$ cat src/rtl/pci_arb_pkg.sv
package pci_arb_pkg;
  typedef enum logic [1:0] {
    ACT_HOLD   = 2'd0,
    ACT_DROP   = 2'd1,
    ACT_GRANT  = 2'd2,
    ACT_REVOKE = 2'd3
  } gnt_act_e;
endpackage

$ cat src/rtl/pci_arb_rr.sv
module pci_arb_rr #(
  parameter int N  = 4,
  parameter int IW = 2
) (
  input  logic [N-1:0]  eligible_i,
  input  logic [IW-1:0] last_i,
  output logic          valid_o,
  output logic [IW-1:0] idx_o
);
  // descending offset so the nearest successor of last_i wins
  always_comb begin
    valid_o = 1'b0;
    idx_o   = '0;
    for (int off = N; off >= 1; off--) begin
      automatic int c = (int'(last_i) + off) % N;
      if (eligible_i[c]) begin
        valid_o = 1'b1;
        idx_o   = IW'(c);
      end
    end
  end
endmodule

$ cat src/rtl/pci_arb_lockout.sv
module pci_arb_lockout #(
  parameter int N          = 4,
  parameter int IW         = 2,
  parameter int IDLE_LIMIT = 16
) (
  input  logic          clk_i,
  input  logic          rst_ni,
  input  logic [N-1:0]  req_i,
  input  logic          bus_idle_i,
  input  logic          bm_en_i,
  input  logic          own_valid_i,
  input  logic [IW-1:0] own_idx_i,
  input  logic          own_used_i,
  output logic [N-1:0]  lock_o,
  output logic          revoke_o
);
  localparam int CW = $clog2(IDLE_LIMIT + 1);

  logic [CW-1:0] cnt_q;
  logic          idle_own;

  assign idle_own = own_valid_i && req_i[own_idx_i] && !own_used_i && bus_idle_i && bm_en_i;
  assign revoke_o = idle_own && (cnt_q == CW'(IDLE_LIMIT - 1));

  always_ff @(posedge clk_i or negedge rst_ni) begin
    if (!rst_ni)                                   cnt_q <= '0;
    else if (!own_valid_i || own_used_i || revoke_o) cnt_q <= '0;
    else if (idle_own)                             cnt_q <= cnt_q + 1'b1;
  end

  for (genvar i = 0; i < N; i++) begin : g_lock
    logic lock_q;
    always_ff @(posedge clk_i or negedge rst_ni) begin
      if (!rst_ni)                                       lock_q <= 1'b0;
      else if (revoke_o && (own_idx_i == IW'(i)))        lock_q <= 1'b1;
      else if (!req_i[i])                                lock_q <= 1'b0;
    end
    assign lock_o[i] = lock_q;

    // a lock persists while the master keeps requesting
    p_lock_sticky_r8: assert property (@(posedge clk_i) disable iff (!rst_ni)
      (lock_q && req_i[i]) |=> lock_q);
  end
endmodule

$ cat src/rtl/pci_arb_grant.sv
module pci_arb_grant
  import pci_arb_pkg::*;
#(
  parameter int N  = 4,
  parameter int IW = 2
) (
  input  logic          clk_i,
  input  logic          rst_ni,
  input  logic [N-1:0]  req_i,
  input  logic [N-1:0]  lock_i,
  input  logic          frame_i,
  input  logic          revoke_i,
  input  logic [IW-1:0] park_sel_i,
  output logic [N-1:0]  gnt_o,
  output logic          own_valid_o,
  output logic [IW-1:0] own_idx_o,
  output logic          own_used_o
);
  logic [N-1:0]  gnt_q;
  logic [IW-1:0] last_q;
  logic          used_q;

  logic          rr_valid;
  logic [IW-1:0] rr_idx;
  logic          park_ok;
  logic          tgt_valid;
  logic [IW-1:0] tgt_idx;
  logic [N-1:0]  tgt_vec;
  logic          keep_owner;
  gnt_act_e      act;

  pci_arb_rr #(.N(N), .IW(IW)) u_rr (
    .eligible_i (req_i & ~lock_i),
    .last_i     (last_q),
    .valid_o    (rr_valid),
    .idx_o      (rr_idx)
  );

  always_comb begin
    own_idx_o = '0;
    for (int i = 0; i < N; i++)
      if (gnt_q[i]) own_idx_o = IW'(i);
  end

  assign own_valid_o = |gnt_q;
  assign own_used_o  = used_q;
  assign park_ok     = !lock_i[park_sel_i];
  assign tgt_valid   = rr_valid || park_ok;
  assign tgt_idx     = rr_valid ? rr_idx : park_sel_i;
  assign tgt_vec     = tgt_valid ? (N'(1) << tgt_idx) : '0;
  assign keep_owner  = own_valid_o && req_i[own_idx_o] && !used_q;

  always_comb begin
    if (revoke_i)              act = ACT_REVOKE;
    else if (frame_i)          act = ACT_HOLD;
    else if (keep_owner)       act = ACT_HOLD;
    else if (gnt_q == tgt_vec) act = ACT_HOLD;
    else if (own_valid_o)      act = ACT_DROP;
    else                       act = ACT_GRANT;
  end

  always_ff @(posedge clk_i or negedge rst_ni) begin
    if (!rst_ni) begin
      gnt_q  <= '0;
      last_q <= IW'(N - 1);
      used_q <= 1'b0;
    end else begin
      case (act)
        ACT_REVOKE, ACT_DROP: begin
          gnt_q  <= '0;
          used_q <= 1'b0;
        end
        ACT_GRANT: begin
          gnt_q  <= tgt_vec;
          last_q <= tgt_idx;
          used_q <= 1'b0;
        end
        default: if (own_valid_o && frame_i) used_q <= 1'b1;
      endcase
    end
  end

  assign gnt_o = gnt_q;

  // a grant is only ever issued from the empty state
  p_grant_from_empty_r3: assert property (@(posedge clk_i) disable iff (!rst_ni)
    (act == ACT_GRANT) |-> (gnt_q == '0));
endmodule

$ cat src/rtl/pci_arbiter.sv
module pci_arbiter #(
  parameter int N_MASTERS  = 4,
  parameter int IDLE_LIMIT = 16,
  localparam int IW        = (N_MASTERS > 1) ? $clog2(N_MASTERS) : 1
) (
  input  logic                 clk_i,
  input  logic                 rst_ni,
  input  logic [N_MASTERS-1:0] req_i,
  input  logic                 frame_i,
  input  logic                 irdy_i,
  input  logic [IW-1:0]        park_sel_i,
  input  logic                 bm_en_i,
  output logic [N_MASTERS-1:0] gnt_o
);
  logic                 bus_idle;
  logic [N_MASTERS-1:0] lock;
  logic                 revoke;
  logic                 own_valid;
  logic [IW-1:0]        own_idx;
  logic                 own_used;

  assign bus_idle = !frame_i && !irdy_i;

  pci_arb_grant #(.N(N_MASTERS), .IW(IW)) u_grant (
    .clk_i       (clk_i),
    .rst_ni      (rst_ni),
    .req_i       (req_i),
    .lock_i      (lock),
    .frame_i     (frame_i),
    .revoke_i    (revoke),
    .park_sel_i  (park_sel_i),
    .gnt_o       (gnt_o),
    .own_valid_o (own_valid),
    .own_idx_o   (own_idx),
    .own_used_o  (own_used)
  );

  pci_arb_lockout #(.N(N_MASTERS), .IW(IW), .IDLE_LIMIT(IDLE_LIMIT)) u_lockout (
    .clk_i       (clk_i),
    .rst_ni      (rst_ni),
    .req_i       (req_i),
    .bus_idle_i  (bus_idle),
    .bm_en_i     (bm_en_i),
    .own_valid_i (own_valid),
    .own_idx_i   (own_idx),
    .own_used_i  (own_used),
    .lock_o      (lock),
    .revoke_o    (revoke)
  );

  p_onehot_gnt_r2: assert property (@(posedge clk_i) disable iff (!rst_ni)
    $onehot0(gnt_o));

  p_dead_cycle_r3: assert property (@(posedge clk_i) disable iff (!rst_ni)
    (|gnt_o) |=> ((gnt_o == '0) || (gnt_o == $past(gnt_o))));

  p_frame_freeze_r6: assert property (@(posedge clk_i) disable iff (!rst_ni)
    frame_i |=> $stable(gnt_o));

  p_revoke_drops_r7: assert property (@(posedge clk_i) disable iff (!rst_ni)
    revoke |=> (gnt_o == '0));

  p_no_locked_grant_r8: assert property (@(posedge clk_i) disable iff (!rst_ni)
    ((gnt_o & lock) == '0));
endmodule

$ cat config.mk
export PLATFORM = sky130hd
export DESIGN_NAME = pci_arbiter
export DESIGN_NICKNAME = d
export VERILOG_FILES = /design/src/rtl/pci_arb_pkg.sv /design/src/rtl/pci_arb_rr.sv /design/src/rtl/pci_arb_lockout.sv /design/src/rtl/pci_arb_grant.sv /design/src/rtl/pci_arbiter.sv
export SDC_FILE = /design/constraint.sdc
export NUM_CORES = 1
export LEC_CHECK = 0
export BUFFER_PORTS_ARGS = -buffer_cell sky130_fd_sc_hd__buf_2
export CELL_PAD_IN_SITES_DETAIL_PLACEMENT = 1
export CELL_PAD_IN_SITES_GLOBAL_PLACEMENT = 2
export CORE_MARGIN = 2
export CORE_UTILIZATION = 35
export DETAILED_ROUTE_END_ITERATION = 12
export MAX_ROUTING_LAYER = met4
export PLACE_DENSITY_LB_ADDON = 0.05
export SYNTH_ARGS = -nofsm -noshare
export SYNTH_HDL_FRONTEND = slang
export SYNTH_SLANG_ARGS = --single-unit
export TNS_END_PERCENT = 1
$ cat constraint.sdc
create_clock -name clk_i -period 2.55 [get_ports clk_i]
set_input_delay 0.51 -clock clk_i [delete_from_list [all_inputs] [get_ports clk_i]]
set_output_delay 0.51 -clock clk_i [all_outputs]
set_load 0.005 [all_outputs]
== Word-level counts from Yosys, hierarchy flattened ==
Cells that the tools add are included.
Word-level totals
  register bits: 16
  input port bits: 11
  output and inout port bits: 4
  logic and storage cells: 115
Cells by class
  add/sub/neg operators: 5
  magnitude comparators: 6
  equality and inequality tests: 12
  shift operators: 1
  mux-type cells: 47
  bitwise operators: 6
  reduce and logical (&&, ||, !) cells: 30
Operators with widths (count)
  $mux 1: 25
  $mux 2: 12
  $lt 3x4->1 const B: 4
  $bmux 1 s2: 6
  $logic_and 1x1->1: 11
  $mux 5: 2
  $reduce_or 2->1: 5
  $eq 2x2->1 const B: 4
  $ne 2x1->1 const B: 4
  $pmux 4 s2: 1
  $lt 2x3->1 const B: 2
  $reduce_bool 2->1: 3
  $add 5x1->5 const B: 1
  $eq 5x4->1 const B: 1
  $logic_not 1->1: 5
  $add 2x1->2 const B: 2
  $add 2x2->2 const B: 2
  $and 1x1->1 const A: 4
  $and 4x4->4: 1
  $eq 2x1->1 const B: 2
  $eq 4x4->1: 1
  $mux 4: 1
  $not 4->4: 1
  $reduce_or 4->1: 1
  other kinds (4): 6

== Depth between registers and ports, before layout ==
Gate-level depths: netlist of the first run.
  depth after elaboration: 21
  mapped depth: 8

== Modules after synthesis ==
From an unflattened synthesis of the first run, not the netlist that was laid out.
Second synthesis, totals
  cell total of the unflattened synthesis: 119
  area, all modules: 1162.4 um^2
By module, submodules not included
  pci_arb_grant: times used 1, cells an instance 53, area an instance 543.0 um^2, seq. area each 177.7 um^2
  pci_arb_lockout: times used 1, cells an instance 51, area an instance 524.3 um^2, seq. area each 225.2 um^2
  pci_arb_rr: times used 1, cells an instance 14, area an instance 91.3 um^2, seq. area each 0.0 um^2
  pci_arbiter: times used 1, cells an instance 1, area an instance 3.8 um^2, seq. area each 0.0 um^2

== Worst setup path before layout of the first run ==
Ideal clock, no wire load.
  path kind: input-to-reg
  start point: in req_i[2]
  end point: reg u_grant.gnt_q[0], in the netlist u_grant.gnt_o[0]
  arrival: 1.995 ns
  data required time: 2.421 ns
  slack: 0.426 ns
  cell stages on the path: 7
  cell sequence: or2b_2 > o21ai_0 > a2bb2oi_1 > a2111oi_2 > a211oi_2 > o31ai_4 > o22ai_1
Between the ends
  cells in the longest elaborated chain, start to end: 19
  elaborated cells between the ends (all ways): 43
Ends and longest elaborated chain
  start: declaration: line pci_arbiter.sv:8  | input logic [N_MASTERS-1:0] req_i,
  $and 4x4->4: line pci_arb_grant.sv:33  | .eligible_i (req_i & ~lock_i),
  $bmux 1 s2: line pci_arb_rr.sv:16  | if (eligible_i[c]) begin
  $mux 1 (not written as such) (2 in series): line pci_arb_rr.sv:16
  $mux 2 or $mux 1 (tied branches) (4 in series): line pci_arb_rr.sv:16
  $mux 2: line pci_arb_grant.sv:49  | assign tgt_idx = rr_valid ? rr_idx : park_sel_i;
  $shl 1x2->4: line pci_arb_grant.sv:50  | assign tgt_vec = tgt_valid ? (N'(1) << tgt_idx) : '0;
  $mux 4: line pci_arb_grant.sv:50
  $eq 4x4->1: line pci_arb_grant.sv:57  | else if (gnt_q == tgt_vec) act = ACT_HOLD;
  $mux 2: line pci_arb_grant.sv:57
  $mux 2: line pci_arb_grant.sv:56  | else if (keep_owner) act = ACT_HOLD;
  $mux 2: line pci_arb_grant.sv:55  | else if (frame_i) act = ACT_HOLD;
  $mux 2: line pci_arb_grant.sv:54  | if (revoke_i) act = ACT_REVOKE;
  $eq 2x2->1 or $eq 2x1->1 (tied branches): line pci_arb_grant.sv:68  | case (act)
  $reduce_or 2->1
  $pmux 4 s2 or $reduce_bool 2->1 (tied branches)
  end signal: assignment: line pci_arb_grant.sv:74  | gnt_q <= tgt_vec;
  end: declaration: line pci_arb_grant.sv:19  | logic [N-1:0] gnt_q;
Parallel ways exist; a longest one is shown, timed or not. The select of a mux whose other input is x is not followed.
A chain may end at the register's enable or synchronous reset.

== Worst setup path after layout of the first run ==
  start point: reg u_lockout.g_lock[2].lock_q
  end point: reg u_grant.gnt_q[1], in the netlist u_grant.gnt_o[1]
Between the ends
  cells in the longest elaborated chain, start to end: 20
  elaborated cells between the ends (all ways): 40
Ends and longest elaborated chain
  start: declaration: line pci_arb_lockout.sv:32  | logic lock_q;
  start signal: assignment: line pci_arb_lockout.sv:34  | if (!rst_ni) lock_q <= 1'b0;
  start signal: assignment: line pci_arb_lockout.sv:35  | else if (revoke_o && (own_idx_i == IW'(i))) lock_q <= 1'b1;
  start signal: assignment: line pci_arb_lockout.sv:36  | else if (!req_i[i]) lock_q <= 1'b0;
  $not 4->4: line pci_arb_grant.sv:33
  $and 4x4->4: line pci_arb_grant.sv:33
  $bmux 1 s2: line pci_arb_rr.sv:16
  $mux 1 (not written as such) (2 in series): line pci_arb_rr.sv:16
  $mux 2 or $mux 1 (tied branches) (4 in series): line pci_arb_rr.sv:16
  $mux 2: line pci_arb_grant.sv:49
  $shl 1x2->4: line pci_arb_grant.sv:50
  $mux 4 (*): line pci_arb_grant.sv:50
  $eq 4x4->1: line pci_arb_grant.sv:57
  $mux 2: line pci_arb_grant.sv:57
  $mux 2: line pci_arb_grant.sv:56
  $mux 2: line pci_arb_grant.sv:55
  $mux 2: line pci_arb_grant.sv:54
  $eq 2x2->1 or $eq 2x1->1 (tied branches): line pci_arb_grant.sv:68
  $reduce_or 2->1
  $pmux 4 s2 or $reduce_bool 2->1 (tied branches)
Every way passes the cells marked *; elsewhere a longest branch is shown, timed or not. The select of a mux whose other input is x is not followed.

==> impl_metrics.toml, run 1 <==
[final_layout]
regArea_um2 = 403
area_growth_pct = 15.1
antenna_diode_count = 0
utilization_pct = 41.9
n_fill_cell = 356
post_route_cells_drive_above_1_share_pct = 28.7
net_total_in_the_final_layout = 150
area_of_the_multi_input_gates_um2 = 663
post_layout_nonfiller_instances = 169

[clock_network]
clkTransAtPathRegs_ps = 100
ctsRootBufferMaster = "clkbuf_4"
cts_tree = "done"
numCtsBuffers = 3
clock_sink_count = 16
cts.htree.levels = 1
cts.repair.resized = 0
post_cts_hold_buffer_count = 0
cts_buffer_depth = 2
clk-insertion-delay-late_ps = 290
cts_post_setup_buffers_inserted = 0

[grt]
antenna_violations_before_repair = 0
grt_pass1_wl_mm = 5.07
global_route.overflow_total = 0
largest_net_degree_at_the_start_of_global_routing = 17
groute.usage.overall_pct = 19.6
grt_pass1_vias = 1030

[power_and_ir_drop]
intPower_uw = 607
p_sw_share_pct = 41.4
standby_leakage_power_uw = 0.000551
p_sw_uw = 428
power.combinational.fraction_pct = 46.4
power_frac_seq_pct = 36.7
power_density_mw_per_mm2 = 822
share_clk_of_total_power_pct = 16.9
maximum_ir_drop_on_the_vdd_rail_mv = 0.472

[floorplan]
floorplan.die.width_um = 59.9
die_area_mm2 = 0.00359
ioPinCount = 15
placement_rows = 20
die_y_um = 59.9
initial_core_util_pct = 36.4
core_area_mm2 = 0.00300

[outcome]
status = "finished clean"

[worst_setup_path]
timing.critical_path.from_type = "flip-flop"
timing.rr.end = "u_grant.gnt_o[1]"
cp_num_cells = 7
regToRegSetupSlack_ps = 310
cp_slowest_cell = "dfrtp_1"
timing.critical_path.buf_inv = 0
critical_path.max_fanout = 5
ff2ff_path_depth = 7
cp_cell_sequence = "or2b_2 > o21ai_0 > a2bb2oi_1 > a2111oi_2 > a211oi_2 > o31ai_4 > o22ai_1"
timing.critical_path.arrival_ps = 2420
r2r_start = "u_lockout.g_lock[2].lock_q"
critical_path.endpoint_type = "flip-flop"
cp.required_ps = 2720
critical_path_class = "flip-flop to flip-flop"
critical_path.top_delay_family = "compound AO/OA/AOI/OAI gates"
critical_path.max_stage_delay_ps = 420

[detailed_routing]
post_route_drc_violation_count = 0
ant_nets = 0
finalWirelength_mm = 2.98
route.vias.total = 1007
detailedRoute.firstPassIterationCount = 4
drt_initial_violations = 29
routed_len_inst_um = 17.6
average_via_count_per_standard_cell = 5.96

[synthesis]
synthDominantAreaCellType = "dfrtp_1"
yosys.area.top_type_share_pct = 32.0
synth_edf_count = 0
postSynthNetCount = 129
synth_sequential_area_ratio_pct = 36.8
synth.area.top_cells = "dfrtp_1, nand2_1, dfstp_2"
ys_async_sr_fraction_pct = 100
mappedNetlistArea_mm2 = 0.00109
syn-instance-count = 116
synth_commonest_cells = "nand2_1, dfrtp_1, nor2_1"
ys_dominant_reg_cell = "dfrtp_1"
number_of_flip_flops_and_latches_in_the_synthesized_netlist = 16
ys_warn_count = 0
synthesis.area_per_instance_um2 = 9.43
post-synth-top-count-cell = "nand2_1"
synth.distinct_cells = 45

[sta]
max-slew-margin-rel_pct = 67.4
final.min_clock_period_ps = 2240
rsz_0062_raised_after_global_routing = "false"
final-hold-violation-count = 0
setup_tns_final_ps = 0
setup-violations-final = 0
timing.final.max_slew_violations = 0
skew_ps = 1.04
max_freq_ghz = 0.445
min_period_over_period_pct = 88.0
worst-slew-pin-transition_ps = 486

[place]
place.detailed.hpwl_mm = 2.29
gp_congestion = 0.845
count_of_buffers_from_port_buffering = 14
placedCellCount = 165

[hold_path]
min_path_type = "input pin to asynchronous set/reset pin"

[flow_run]
max-cap-violations = 0
==> area by class of cell <==
| cell class | count | area share [%] |
|---|---|---|
| multi-input cells | 93 | 52.7 |
| flip-flops and latches | 16 | 32.0 |
| repair buffers | 17 | 7.36 |
| well taps | 33 | 3.28 |
| clock buffers | 4 | 2.88 |
| inverters | 6 | 1.79 |
==> metal layers <==
| layer | GRT usage [%] | routed length (µm) | up-vias | share of wire [%] |
|---|---|---|---|---|
| met5 | - | 0 | - | 0 |
| met1 | 27.2 | 1500 | 502 | 50 |
| met4 | 4.76 | 18 | 0 | 0.60 |
| li1 | - | - | 484 | - |
| met3 | 3.25 | 107 | 2 | 3.6 |
| met2 | 29.8 | 1350 | 19 | 45 |
==> cells in the final DEF, fill, tap and decap left out, types with 2 or more instances in the layout <==
| cell type | count |
|---|---|
| buf_2 | 14 |
| clkbuf_4 | 3 |
| or3_1 | 2 |
| nand4_1 | 2 |
| or2b_2 | 3 |
| buf_4 | 3 |
| ha_1 | 2 |
| o21ai_0 | 3 |
| nand2_1 | 18 |
| o22ai_1 | 2 |
| or3b_1 | 2 |
| nor3_1 | 2 |
| nand3_1 | 5 |
| a311oi_1 | 2 |
| inv_1 | 6 |
| o31ai_1 | 3 |
| and3_1 | 2 |
| dfstp_2 | 2 |
| mux2i_1 | 3 |
| mux2_2 | 4 |
| nor2_1 | 7 |
| nand3b_1 | 2 |
| o21ai_1 | 2 |
| a21oi_1 | 5 |
| dfrtp_1 | 14 |
==> logic make-up after synthesis <==
kind of cell	synth area share [%]
and+or+nand+nor	27.6
AOI/OAI and AO/OA	23.9
DFF	36.8
buffers and inverters	2.52
muxes	6.86
adders and majority gates	2.29
==> state kept, by name (all words and copies together) (netlist names) <==
register and flops:
u_lockout.cnt_q 5, u_grant.last_q 2, u_grant.own_used_o 1, u_lockout.g_lock.lock_q 4, u_grant.gnt_o 4
==> how the worst max path moves through the flow <==
stage,slack [ps],start,to
2_1_floorplan,430,req_i[2],u_grant.gnt_o[0]
3_3_place_gp,130,req_i[3],u_grant.gnt_o[1]
3_5_place_dp,80,req_i[3],u_grant.gnt_o[1]
4_1_cts,290,u_lockout.g_lock[3].lock_q,u_grant.gnt_o[1]
5_1_grt,90,u_lockout.g_lock[2].lock_q,u_grant.gnt_o[1]
6_report,310,u_lockout.g_lock[2].lock_q,u_grant.gnt_o[1]
==> stage by stage <==
| step | total power, µW | worst slack (ps) | instance area (µm²) | hold slack, ps |
|---|---|---|---|---|
| finish | 1030 | 305 | 1260 | 134 |
| global route | 1120 | 93.3 | 1260 | 134 |
| CTS | 1050 | 292 | 1260 | 136 |
| detailed placement | 862 | 80.1 | 1220 | 467 |
| global placement | 859 | 129 | 1220 | 461 |
| floorplan | 706 | 426 | 1090 | 214 |
==> power by group through the flow <==
stage | Clock (µW) | Combinational, µW | Sequential [µW]
floorplan | 0 | 334 | 372
global placement | 0 | 474 | 385
detailed placement | 0 | 477 | 385
CTS | 184 | 483 | 381
global route | 195 | 534 | 392
finish | 175 | 480 | 380
Note: power is estimated with default switching activity, not from simulation.
==> run 2, diff against run 1 <==
ABC_AREA = 1   (was default)
CORE_UTILIZATION = 33   (was 35)
==> run 2 against run 1 <==
  * Critical path type unchanged
  * Cell count increased by 59%
  * Utilization increased by 0.51 points
  * Register-to-register slack worse by 170 ps
  * First-iteration DRC count grew 110%
  * Sequential cell count unchanged
  * Clock skew rose by 2.4 ps
  * Combinational power rose to 3.8 times the previous value
  * Critical path depth is 12 higher
  * Non-clock buffer count increased by 5
==> impl_metrics.toml, run 2 <==
[outcome]
status = "finished clean"

[final_layout]
utilization_pct = 42.4
post-route-cell-area_mm2 = 0.00171
net_total_in_the_final_layout = 232
n_fill_cell = 518
area_growth_pct = 23.5
antenna_diode_count = 0
max_flop_register = "u_lockout.cnt_q"
most-common-layout-cells = "inv_1, nand2_1, nand2_2"
post_route_cells_drive_above_1_share_pct = 40.8
largest_reg_flops = 5
mostFrequentLayoutCell = "inv_1"

[synthesis]
ys_warn_count = 0
syn-instance-count = 193
synth_sequential_area_ratio_pct = 29.1
ys_dominant_reg_cell = "dfrtp_1"
synth_commonest_cells = "nand2_1, inv_1, nand3_1"
synth_edf_count = 0
mappedNetlistArea_mm2 = 0.00138
number_of_flip_flops_and_latches_in_the_synthesized_netlist = 16
ys_async_sr_fraction_pct = 100
postSynthNetCount = 206
synthesis.area_per_instance_um2 = 7.17
synth.area.top_cells = "dfrtp_1, nand2_1, inv_1"
synth.distinct_cells = 28
synthDominantAreaCellType = "dfrtp_1"
post-synth-top-count-cell = "nand2_1"
yosys.area.top_type_share_pct = 25.3

[power_and_ir_drop]
maximum_ir_drop_on_the_vdd_rail_mv = 0.486
standby_leakage_power_uw = 0.000862
power_density_mw_per_mm2 = 1410

[grt]
largest_net_degree_at_the_start_of_global_routing = 17
grt_pass1_vias = 1359
grt_pass1_wl_mm = 6.37
antenna_violations_before_repair = 0
global_route.overflow_total = 0
groute.usage.overall_pct = 18.6

[detailed_routing]
routedLengthMet1_mm = 1.90
detailedRoute.firstPassIterationCount = 4
post_route_drc_violation_count = 0
routed_len_inst_um = 14.2
average_via_count_per_standard_cell = 4.98
met3_wirelength_um = 71
top_layer = "met4"
met2_length_mm = 1.81
route.vias.total = 1334
drt_initial_violations = 61
ant_nets = 0
finalWirelength_mm = 3.80

[sta]
setup-violations-final = 0
max-slew-margin-rel_pct = 73.3
final.min_clock_period_ps = 2410
worst-slew-pin-transition_ps = 398
max_freq_ghz = 0.415
setup_tns_final_ps = 0
skew_ps = 3.45
min_period_over_period_pct = 94.6
timing.final.max_slew_violations = 0
final-hold-violation-count = 0

[clock_network]
clock_sink_count = 16
cts_tree = "done"
ctsRootBufferMaster = "clkbuf_8"
clkTransAtPathRegs_ps = 70
clk-insertion-delay-late_ps = 250
numCtsBuffers = 3
cts_buffer_depth = 2
cts.htree.levels = 1

[floorplan]
initial_core_util_pct = 34.3
die_y_um = 68.8
ioPinCount = 15
placement_rows = 23
core_area_mm2 = 0.00403
floorplan.die.width_um = 68.8
die_area_mm2 = 0.00473

[worst_setup_path]
cp_slowest_cell = "dfstp_2"
critical_path.max_fanout = 5
timing.critical_path.arrival_ps = 2550
critical_path.max_stage_delay_ps = 580
cp.required_ps = 2680
critical_path.endpoint_type = "flip-flop"
critical_path_class = "flip-flop to flip-flop"
timing.critical_path.from_type = "flip-flop"
cp_cell_sequence = "buf_12 > inv_6 > nand2_2 > nand2_4 > inv_4 > nand2_4 > nand2_4 > inv_2 > nand2_4 > nand3b_1 > nand2_2 > nand3_2 > nand2_1 > nand2_2 > nor2_2 > nand2_2 > buf_4 > nand4_1 > nand2_1"

[flow_run]
max-cap-violations = 0

[place]
dpl_cell_area_mm2 = 0.00152
count_of_buffers_from_port_buffering = 14
place.detailed.hpwl_mm = 3.04
gp_congestion = 0.782

[hold_path]
min_path_type = "input pin to asynchronous set/reset pin"
run 2: path summary, 6_finish.rpt:
path                                               to  slack [ps]  cells past startpoint          startpoint
setup / recovery                     u_grant.gnt_o[2]         140                     19   u_grant.last_q[0]
hold / removal             u_lockout.g_lock[0].lock_q         180                      1              rst_ni
setup reg to reg                     u_grant.gnt_o[2]         140                     19   u_grant.last_q[0]
hold reg to reg                    u_grant.own_used_o         530                      2  u_grant.own_used_o
max in group asynchronous           u_grant.last_q[0]        2060                      1              rst_ni
min in group clk_i                 u_grant.own_used_o         530                      2  u_grant.own_used_o
run 2: kinds of logic after synthesis:
family          synth area share, %
fa+ha+maj                      1.81
compound gates                 8.05
simple gates                   48.8
buf+inv                        12.2
flops                          29.1
run 2: per-layer routing:
layer	up-vias	GRT usage (%)
li1	681	-
met1	639	24.8
met2	12	30.3
met3	2	2.92
met4	0	2.94
met5	-	-
run 2: cell type report:
class / count / area [µm²] / area share, %
clock buffers: 4 / 55.1 / 3.22
inverters: 37 / 146 / 8.57
multi-input cells: 139 / 896 / 52.4
flip-flops and latches: 16 / 403 / 23.6
well taps: 50 / 62.6 / 3.66
repair buffers: 22 / 146 / 8.57
run 2: worst max-delay path: cells and delay by family (launching register included):
family        cells  cell delay, ps
flops             1             580
simple gates     14            1280
buf+inv           5             450
run 2: what timing repair did:
item | CTS | global route
gates resized for setup | 0 | 27
hold buffers | 0 | 0
endpoints found under the hold margin | 0 | 0
endpoints found under the setup margin | 0 | 7
setup buffers | 0 | 5
run 2: report_power, final:
| group | switching, µW | total [µW] | internal (µW) |
|---|---|---|---|
| clock network | 89.1 | 226 | 137 |
| logic | 1130 | 1800 | 664 |
| registers | 62.0 | 387 | 325 |
| total | 1280 | 2410 | 1130 |
run 2: through the flow:
step | hold slack [ps] | instances | worst slack [ps] | power [µW]
2_1_floorplan | 214 | 193 | 386 | 1560
5_1_grt | 187 | 268 | -27.9 | 2640
4_1_cts | 186 | 262 | 19.9 | 2080
3_3_place_gp | 453 | 258 | 78.7 | 1810
6_report | 177 | 268 | 138 | 2410
3_5_place_dp | 457 | 258 | 51.4 | 1840
==> run 3, diff against run 2 <==
REMOVE_ABC_BUFFERS = 1   (was default)
==> run 3 against run 2 <==
  * Non-clock buffer count did not move
  * Sequential power barely moved
  * Utilization fell by 0.84 points
  * Combinational power fell by 4%
  * Cell count did not move
  * Via count rose by 1.2%
  * Sequential share of layout area rose by 0.48 points
  * Setup slack improved by 35 ps
  * Wire length rose by 4.7%
==> impl_metrics.toml, run 3 (synthesized netlist as in run 2, its figures left out) <==
[outcome]
status = "finished clean"

[worst_setup_path]
critical_path_class = "flip-flop to flip-flop"
regToRegSetupSlack_ps = 170
cp.required_ps = 2700
critical_path.max_fanout = 6
cp_slowest_cell = "dfstp_2"
timing.critical_path.from_type = "flip-flop"
timing.critical_path.arrival_ps = 2520
critical_path.endpoint_type = "flip-flop"
critical-path-top-cell-by-count = "nand2_4"
timing.critical_path.from = "u_grant.last_q[0]"
timing.critical_path.buf_inv = 3
r2r_start = "u_grant.last_q[0]"
critical_path.top_delay_family = "simple AND/OR/NAND/NOR gates"
critical_path.max_stage_delay_ps = 560
ff2ff_path_depth = 19
cp_cell_sequence = "buf_12 > nand2_1 > nand2_4 > inv_4 > nand2_4 > nand3_2 > nor2_4 > nand2_2 > nand2_4 > inv_2 > nand2_4 > nand3_1 > nand2_1 > nand2_1 > nor2_2 > nand2_4 > nand2_4 > or2_4 > nand2_1"
timing.rr.end = "u_grant.gnt_o[3]"

[sta]
final-hold-violation-count = 0
setup-violations-final = 0
worst-slew-pin-transition_ps = 462
timing.final.max_slew_violations = 0
min_period_over_period_pct = 93.2
final.min_clock_period_ps = 2380
skew_ps = 9.01
max_freq_ghz = 0.421
final.hold.worst_slack_ps = 178
max-slew-margin-rel_pct = 69.2

[grt]
antenna_violations_before_repair = 0
grt_pass1_vias = 1365
groute.usage.overall_pct = 19.1
global_route.overflow_total = 0
grt_pass1_wl_mm = 6.49
largest_net_degree_at_the_start_of_global_routing = 17

[clock_network]
cts_buffer_depth = 2
ctsRootBufferMaster = "clkbuf_8"
numCtsBuffers = 3
clkTransAtPathRegs_ps = 70
clock_sink_count = 16
clk-insertion-delay-late_ps = 250
cts_tree = "done"
cts.htree.levels = 1

[place]
gp_congestion = 0.820
count_of_buffers_from_port_buffering = 14
place.detailed.hpwl_mm = 3.02
dpl_cell_area_mm2 = 0.00152

[final_layout]
largest_reg_flops = 5
most-common-layout-cells = "nand2_1, inv_1, nand3_1"
antenna_diode_count = 0
post_route_cells_drive_above_1_share_pct = 36.2
mostFrequentLayoutCell = "nand2_1"
net_total_in_the_final_layout = 232
max_flop_register = "u_lockout.cnt_q"
post-route-cell-area_mm2 = 0.00168
area_growth_pct = 21.1

[hold_path]
min_path_type = "input pin to asynchronous set/reset pin"

[floorplan]
initial_core_util_pct = 34.3
ioPinCount = 15
die_y_um = 68.8
placement_rows = 23
core_area_mm2 = 0.00403
die_area_mm2 = 0.00473
floorplan.die.width_um = 68.8

[detailed_routing]
average_via_count_per_standard_cell = 5.04
ant_nets = 0
drt_initial_violations = 61
post_route_drc_violation_count = 0
finalWirelength_mm = 3.98
detailedRoute.firstPassIterationCount = 4
routed_len_inst_um = 14.9
route.vias.total = 1350

[power_and_ir_drop]
standby_leakage_power_uw = 0.000861
p_sw_share_pct = 54.8
power_frac_seq_pct = 16.6
share_clk_of_total_power_pct = 8.7
p_sw_uw = 1270
maximum_ir_drop_on_the_vdd_rail_mv = 0.353
intPower_uw = 1050
power.combinational.fraction_pct = 74.7
power_density_mw_per_mm2 = 1380

[flow_run]
max-cap-violations = 0
## run 3: cell counts in the layout (fill, tap and decap cells not counted)
No cell type changed its count.
## run 3: layout make-up
class | count | area [µm²]
inverters | 37 | 146
multi-input cells | 139 | 876
flip-flops and latches | 16 | 403
clock buffers | 4 | 45.0
fillers | 526 | 2350
well taps | 50 | 62.6
repair buffers | 22 | 143
## run 3: worst max path at each step
stage	cells past startpoint	slack, ps	endpoint
after floorplan	17	380	u_grant.gnt_o[3]
after global placement	16	80	u_grant.gnt_o[3]
after detailed placement	17	40	u_grant.gnt_o[3]
after CTS	17	10	u_grant.gnt_o[3]
after global routing	19	-20	u_grant.gnt_o[3]
final	19	170	u_grant.gnt_o[3]
## run 3: what timing repair did
action                     in CTS  in global routing
resized for setup               0                 19
setup buffers                   0                  5
hold buffers                    0                  0
setup endpoints to repair       0                  7
## run 3: metrics by stage
stage	TNS, ps	worst slack [ps]	utilization, %	instances	total power, µW
after floorplan	0	377	-	191	1520
after global placement	0	77.3	37.6	258	1830
after detailed placement	0	35.3	37.6	258	1850
after CTS	0	14.7	38.8	262	2060
after global routing	-33.3	-15.7	41.6	268	2550
final	0	173	41.6	268	2310
## run 3: power by group through the flow
stage	clock, µW	combinational [µW]	sequential (µW)
2_1_floorplan	0	1130	390
3_3_place_gp	0	1430	404
3_5_place_dp	0	1440	407
4_1_cts	206	1450	404
5_1_grt	214	1940	392
6_report	201	1730	385
## run 3: per-layer routing
layer / part of all wire [%] / routed length (µm) / vias to the layer above / track usage (%)
li1: - / - / 680 / -
met1: 48 / 1900 / 645 / 24.8
met2: 49 / 1950 / 21 / 31.5
met3: 2.3 / 91 / 4 / 2.60
met4: 0.85 / 34 / 0 / 4.66
met5: 0 / 0 / - / -
